==> config.mk <==
export PLATFORM = sky130hd
export DESIGN_NAME = adc_err_corr
export DESIGN_NICKNAME = d
export VERILOG_FILES = /design/src/rtl/adc_ec_pkg.sv /design/src/rtl/adc_ec_align.sv /design/src/rtl/adc_ec_merge.sv /design/src/rtl/adc_ec_valid.sv /design/src/rtl/adc_err_corr.sv
export SDC_FILE = /design/constraint.sdc
export NUM_CORES = 1
export LEC_CHECK = 0
export ABC_AREA = 1
export BUFFER_PORTS_ARGS = -buffer_cell sky130_fd_sc_hd__buf_2
export CORE_UTILIZATION = 40
export DETAILED_ROUTE_END_ITERATION = 10
export GPL_ROUTABILITY_DRIVEN = 0
export PLACE_DENSITY = 0.67
export REMOVE_ABC_BUFFERS = 1
export SLEW_MARGIN = 20
export SYNTH_ARGS = -nofsm -noshare
export SYNTH_HDL_FRONTEND = slang
export SYNTH_SLANG_ARGS = --single-unit
==> constraint.sdc <==
create_clock -name clk -period 2.7 [get_ports clk]
set_input_delay 0.27 -clock clk [delete_from_list [all_inputs] [get_ports clk]]
set_output_delay 0.27 -clock clk [all_outputs]
set_load 0.1 [all_outputs]
==> src/rtl/adc_ec_pkg.sv <==
package adc_ec_pkg;

    typedef logic [1:0] stage_code_t;

    // Cycles by which a stage's decision trails the first stage's decision.
    function automatic int stage_skew(input int stage_idx, input int per_step);
        return stage_idx / per_step;
    endfunction

    // 1.5-bit stages: the unused code is weighted like the top digit.
    function automatic stage_code_t fold_code(input stage_code_t c);
        return (c == 2'd3) ? 2'd2 : c;
    endfunction

endpackage

==> src/rtl/adc_ec_align.sv <==
module adc_ec_align
    import adc_ec_pkg::*;
#(
    parameter int STAGES          = 9,
    parameter int STAGES_PER_SKEW = 2
) (
    input  logic                  clk,
    input  logic                  rst,
    input  logic                  flush,
    input  logic [2*STAGES-1:0]   raw,
    output logic [2*STAGES-1:0]   aligned
);
    localparam int MAX_SKEW = stage_skew(STAGES - 1, STAGES_PER_SKEW);

    for (genvar g = 0; g < STAGES; g++) begin : g_lane
        localparam int DEPTH = MAX_SKEW - stage_skew(g, STAGES_PER_SKEW) + 1;

        stage_code_t pipe_d [DEPTH];
        stage_code_t pipe_q [DEPTH];

        always_comb begin
            for (int k = 0; k < DEPTH; k++) begin
                pipe_d[k] = '0;
            end
            if (!(rst || flush)) begin
                pipe_d[0] = raw[2*g +: 2];
                for (int k = 1; k < DEPTH; k++) begin
                    pipe_d[k] = pipe_q[k-1];
                end
            end
        end

        always_ff @(posedge clk) begin
            pipe_q <= pipe_d;
        end

        assign aligned[2*g +: 2] = pipe_q[DEPTH-1];
    end

    // the last stage passes through a single register.
    a_r1_last_lane: assert property (@(posedge clk) disable iff (rst)
        (!$past(rst) && !$past(flush)) |->
            (aligned[2*STAGES-1 -: 2] == $past(raw[2*STAGES-1 -: 2])));

endmodule

==> src/rtl/adc_ec_merge.sv <==
module adc_ec_merge
    import adc_ec_pkg::*;
#(
    parameter int STAGES = 9
) (
    input  logic [2*STAGES-1:0] aligned,
    output logic [STAGES:0]     value
);
    localparam int OUT_W  = STAGES + 1;
    localparam int SUM_W  = OUT_W + 2;
    localparam int OFFSET = (1 << (OUT_W - 1)) - 4;
    localparam int TOP    = (1 << OUT_W) - 1;

    logic [SUM_W-1:0] acc;
    logic [SUM_W-1:0] shifted;
    stage_code_t      c;

    always_comb begin
        acc = '0;
        c   = '0;
        for (int i = 0; i < STAGES - 1; i++) begin
            c   = fold_code(aligned[2*i +: 2]);
            acc = acc + (SUM_W'(c) << (OUT_W - 1 - i));
        end
        acc = acc + SUM_W'(aligned[2*STAGES-1 -: 2]);

        shifted = acc - SUM_W'(OFFSET);
        if (acc < SUM_W'(OFFSET)) begin
            value = '0;
        end else if (shifted > SUM_W'(TOP)) begin
            value = OUT_W'(TOP);
        end else begin
            value = shifted[OUT_W-1:0];
        end
    end

endmodule

==> src/rtl/adc_ec_valid.sv <==
module adc_ec_valid #(
    parameter int VALID_AT = 6
) (
    input  logic clk,
    input  logic rst,
    input  logic pwrdn,
    output logic live
);
    localparam int CNT_W = $clog2(VALID_AT + 1);

    typedef struct packed {
        logic [CNT_W-1:0] cnt;
        logic             live;
    } run_state_t;

    run_state_t st_d, st_q;

    always_comb begin
        st_d = st_q;
        if (rst || pwrdn) begin
            st_d.cnt  = '0;
            st_d.live = 1'b0;
        end else if (st_q.cnt != CNT_W'(VALID_AT)) begin
            st_d.cnt  = st_q.cnt + 1'b1;
            st_d.live = (st_q.cnt + 1'b1) == CNT_W'(VALID_AT);
        end
    end

    always_ff @(posedge clk) begin
        st_q <= st_d;
    end

    assign live = st_q.live;

    // the flag can only be up once the counter has finished its run.
    a_r8_live_after_run: assert property (@(posedge clk) disable iff (rst)
        live |-> (st_q.cnt == CNT_W'(VALID_AT)));

endmodule

==> src/rtl/adc_err_corr.sv <==
module adc_err_corr
    import adc_ec_pkg::*;
#(
    parameter int STAGES          = 9,
    parameter int STAGES_PER_SKEW = 2
) (
    input  logic                  clk,
    input  logic                  rst,
    input  logic [2*STAGES-1:0]   stage_code,
    input  logic                  oe_n,
    input  logic                  pwrdn,
    output logic [STAGES:0]       dout,
    output logic                  dout_drive,
    output logic                  data_valid
);
    localparam int OUT_W    = STAGES + 1;
    localparam int MAX_SKEW = stage_skew(STAGES - 1, STAGES_PER_SKEW);
    localparam int LATENCY  = MAX_SKEW + 1;
    localparam logic [2*STAGES-1:0] MID_PAT = {2'b00, {(STAGES-1){2'b01}}};

    typedef struct packed {
        logic [OUT_W-1:0] word;
    } out_state_t;

    logic [2*STAGES-1:0] aligned;
    logic [OUT_W-1:0]    merged;
    logic                live;
    out_state_t          out_d, out_q;

    adc_ec_align #(
        .STAGES          (STAGES),
        .STAGES_PER_SKEW (STAGES_PER_SKEW)
    ) u_align (
        .clk     (clk),
        .rst     (rst),
        .flush   (pwrdn),
        .raw     (stage_code),
        .aligned (aligned)
    );

    adc_ec_merge #(
        .STAGES (STAGES)
    ) u_merge (
        .aligned (aligned),
        .value   (merged)
    );

    adc_ec_valid #(
        .VALID_AT (LATENCY + 1)
    ) u_valid (
        .clk   (clk),
        .rst   (rst),
        .pwrdn (pwrdn),
        .live  (live)
    );

    always_comb begin
        out_d.word = merged;
        if (rst || pwrdn) begin
            out_d.word = '0;
        end
    end

    always_ff @(posedge clk) begin
        out_q <= out_d;
    end

    assign dout_drive = !oe_n && !pwrdn;
    assign dout       = dout_drive ? out_q.word : '0;
    assign data_valid = live && !pwrdn;

    // power-down silences every output in the same cycle.
    a_r7_pwrdn_quiet: assert property (@(posedge clk) disable iff (rst)
        pwrdn |-> (!dout_drive && dout == '0 && !data_valid));

    // a released bus reads as zero.
    a_r6_oe_quiet: assert property (@(posedge clk) disable iff (rst)
        oe_n |-> (!dout_drive && dout == '0));

    // a valid word never follows an edge taken in power-down.
    a_r8_valid_clean: assert property (@(posedge clk) disable iff (rst)
        data_valid |-> !$past(pwrdn));

    // mid-scale decisions give the offset-binary midpoint.
    a_r3_mid_code: assert property (@(posedge clk) disable iff (rst)
        (!pwrdn && aligned == MID_PAT) |=> (out_q.word == OUT_W'(1 << (OUT_W - 1))));

    // two leading high digits saturate at the top.
    a_r4_clamp_hi: assert property (@(posedge clk) disable iff (rst)
        (!pwrdn && aligned[1:0] >= 2'd2 && aligned[3:2] >= 2'd2) |=> (out_q.word == '1));

    // two leading low digits saturate at the bottom.
    a_r4_clamp_lo: assert property (@(posedge clk) disable iff (rst)
        (!pwrdn && aligned[3:0] == 4'd0) |=> (out_q.word == '0));

endmodule

==> impl_results.md <==
- Status: finished clean
- Post_cts resized: 0
- Comb power frac: 0.032
- Crit path setup slack, layout: 304.2 ps
- Critical-path top delay cell: fa_1
- Sequential area share after synthesis: 0.4828
- Unrepaired setup endpoints after global routing: false
- Die Y: 88.39 um
- Num CTS Buffers: 9
- Net Sw Frac: 0.2185
- Final Cycle Share: 0.8873
- Vias per cell: 3.932
- Fin cells: 533
- Yosys top cell by area: dfxtp_1
- Max-cap violations: 0
- Yosys cell types: 27
- Clk slew on worst S/H paths: 80 ps
- CTS tree: done
- Clk Latency, worst-skew pair: 350 ps
- # fillers: 730
- Main flop type after synthesis: dfxtp_1
- First-pass DRT Iterations: 4
- Initial DRC count: 44
- Post-DP HPWL: 2740 um
- Mean Syn Cell Area: 7.520 um2
- I/O pins: 34
- Routing usage on met2: 0.2161
- Post-synth top area share: 0.4828
- Worst-path maximum fanout: 10
- Worst hold-check path type: in -> reg
- Multi-input logic area: 1057 um2
- Synth Instances: 397
- Critical Path AT: 2640 ps
- Layout cell share with drive strength beyond 1: 0.1843
- Async SR Flop Fraction: 0
- Largest net degree at the start of global routing: 60
- Storage element area: 1441 um2
- Post-synth top cells: inv_1 (111), nor2_1 (81), dfxtp_1 (72)
- Post-CTS Setup Inserts: 0
- Port Buffers: 33
- Leakage: 1.671 nW
- ANT nets after route: 0
- Synth warnings: 0
- DRC viols: 0
- Final Slew Violations: 0
- Class of the most critical setup path: reg -> reg
- H-tree lvl count: 3
- Place WS: 315.4 ps
- Syn-to-layout area delta: 15.88%
- Final hold viol count: 0
- Site Rows: 31
- Ranking of synthesized cells by area: dfxtp_1 (48%), inv_1 (14%), nor2_1 (10%)
- Period minus WS final: 2396 ps
- Cell Chain, Critical Path: nor2_1 > ha_1 > fa_1 > nand2_1 > inv_1 > nand4_1 > nor2_2 > nand3_2 > nand2_1 > nand2_2 > nand2_4 > nand3_1 > nand2_1 > inv_1
- Most common cell in the synthesized netlist: inv_1
- Total grt overflow: 0
- First-pass GRT wire length: 7176 um
- DP Cell Count: 517
- Initial antenna violation count: 0
- Via count of the first global-routing pass: 1,886
- Peak VDD IR: 0.6752 mV
- P_int: 0.001632 W
- CP bufs+invs: 2
- Pwr Density: 603.6 nW/um2
- Critical Path Max Stage Delay: 550 ps
- Die width: 88.39 um
- #FFs+latches synth: 72
- Switching pwr: 0.0004563 W
- Pwr Total: 0.002088 W
- Drt total wl: 3878 um
- Startpoint Class: register
- Die area: 7813 um2
- Core Area: 7214 um2
- WP data required: 2940 ps
- Cts hold-fix bufs: 0
- Synthesized area: 2985 um2
- Clock power frac: 0.449
- Avg WL per Cell: 7.276 um
- Number of synthesized flops with an enable pin: 0
- Final clock skew: 11.77 ps
- Initial Utilization: 0.4138
- Fmax: 417.4 MHz
- Final setup fails: 0
- Busiest grt layer: met2
- Crit end category: register
- Least-Margin Pin Slew: 575.6 ps
- Clock Path Buffers: 2
- Grt met3 use: 0.05877
- CP delay by family, top: simple AND/OR/NAND/NOR gates
- GRT Util Overall: 0.1201
- Sequential Power Share: 0.519
- Relative slew slack: 0.6163
- Nets: 463
- Antenna Cells: 0
- GR Layer Usage met1: 0.1178
- CTS Root Cell: clkbuf_8
- Crit-path most repeated cell: nand2_1
- Via Count: 2,096
- Clock Sinks: 72
==> power groups by stage <==
stage	Clock [W]	Combinational, W	Sequential [W]
2_1_floorplan	0	0.0000427	0.00111
3_3_place_gp	0	0.0000660	0.00111
3_5_place_dp	0	0.0000679	0.00111
4_1_cts	0.000975	0.0000683	0.00108
5_1_grt	0.00102	0.0000774	0.00109
6_report	0.000938	0.0000662	0.00108
==> final timing paths <==
kind,from,end,slack (ps),depth (start not counted)
setup / recovery,u_align.aligned[13],out_q[3],300,14
hold / removal,stage_code[5],u_align.g_lane[2].pipe_q[7],130,3
setup reg to reg,u_align.aligned[13],out_q[3],300,14
hold reg to reg,u_align.g_lane[0].pipe_q[5],u_align.g_lane[0].pipe_q[3],400,2
==> routing by layer <==
layer / routed length (um) / share of wire
met2: 1849 / 0.48
met4: 68 / 0.018
met5: 0 / 0
met1: 1763 / 0.45
met3: 196 / 0.051
==> registers in the layout (all words and copies together), names as in the netlist <==
name / count
out_q: 10
u_align.aligned: 16
u_valid.st_q: 3
u_valid.live: 1
u_align.g_lane.pipe_q: 42
==> placed cells by master, fill, tap and decap left out <==
| cell type | count |
|---|---|
| a21oi_1 | 6 |
| a21oi_2 | 2 |
| buf_2 | 33 |
| buf_4 | 1 |
| bufinv_16 | 2 |
| clkbuf_8 | 9 |
| clkinv_1 | 2 |
| clkinvlp_4 | 3 |
| dfxtp_1 | 72 |
| fa_1 | 1 |
| ha_1 | 11 |
| inv_1 | 110 |
| inv_2 | 3 |
| inv_4 | 1 |
| inv_6 | 1 |
| inv_8 | 1 |
| nand2_1 | 45 |
| nand2_2 | 8 |
| nand2_4 | 3 |
| nand3_1 | 15 |
| nand3_2 | 7 |
| nand3b_2 | 1 |
| nand4_1 | 2 |
| nor2_1 | 81 |
| nor2_2 | 1 |
| nor2_4 | 2 |
| nor2_8 | 1 |
| o211a_1 | 1 |
| o21ai_0 | 3 |
| o21ai_2 | 1 |
| xnor2_1 | 3 |
| xor2_1 | 2 |
==> cell type report <==
cell class / count / share of cell area
Clock inverter: 7 / 0.02966
Clock buffer: 9 / 0.03580
Inverter: 116 / 0.1266
Tap cell: 99 / 0.03580
Timing Repair Buffer: 34 / 0.04991
Sequential cell: 72 / 0.4166
Multi-Input combinational cell: 196 / 0.3056
==> through the flow <==
stage	utilization	TNS (ps)	hold slack, ps	cell area (um2)
2_1_floorplan	-	-11540	382.2	2937
3_3_place_gp	0.4481	0	394.0	3233
3_5_place_dp	0.4481	0	396.6	3233
4_1_cts	0.4795	0	104.9	3460
5_1_grt	0.4795	0	106.3	3460
6_report	0.4795	0	126.1	3460
==> worst reg2reg max path, stage by stage, from the launching register on <==
cell and delay [ps]:
dfxtp_1 390, nor2_1 70, ha_1 230, fa_1 550, nand2_1 70, inv_1 80, nand4_1 140, nor2_2 180
nand3_2 120, nand2_1 100, nand2_2 60, nand2_4 110, nand3_1 80, nand2_1 80, inv_1 40
==> cells by family after synthesis <==
kind of cell | after synthesis | synth area share
simple gates | 166 | 0.2594
flops | 72 | 0.4828
fa+ha+maj | 12 | 0.05281
compound gates | 13 | 0.02724
xor+xnor | 5 | 0.01467
buf+inv | 129 | 0.1630
No activity file was read; power rests on OpenSTA's default activity.
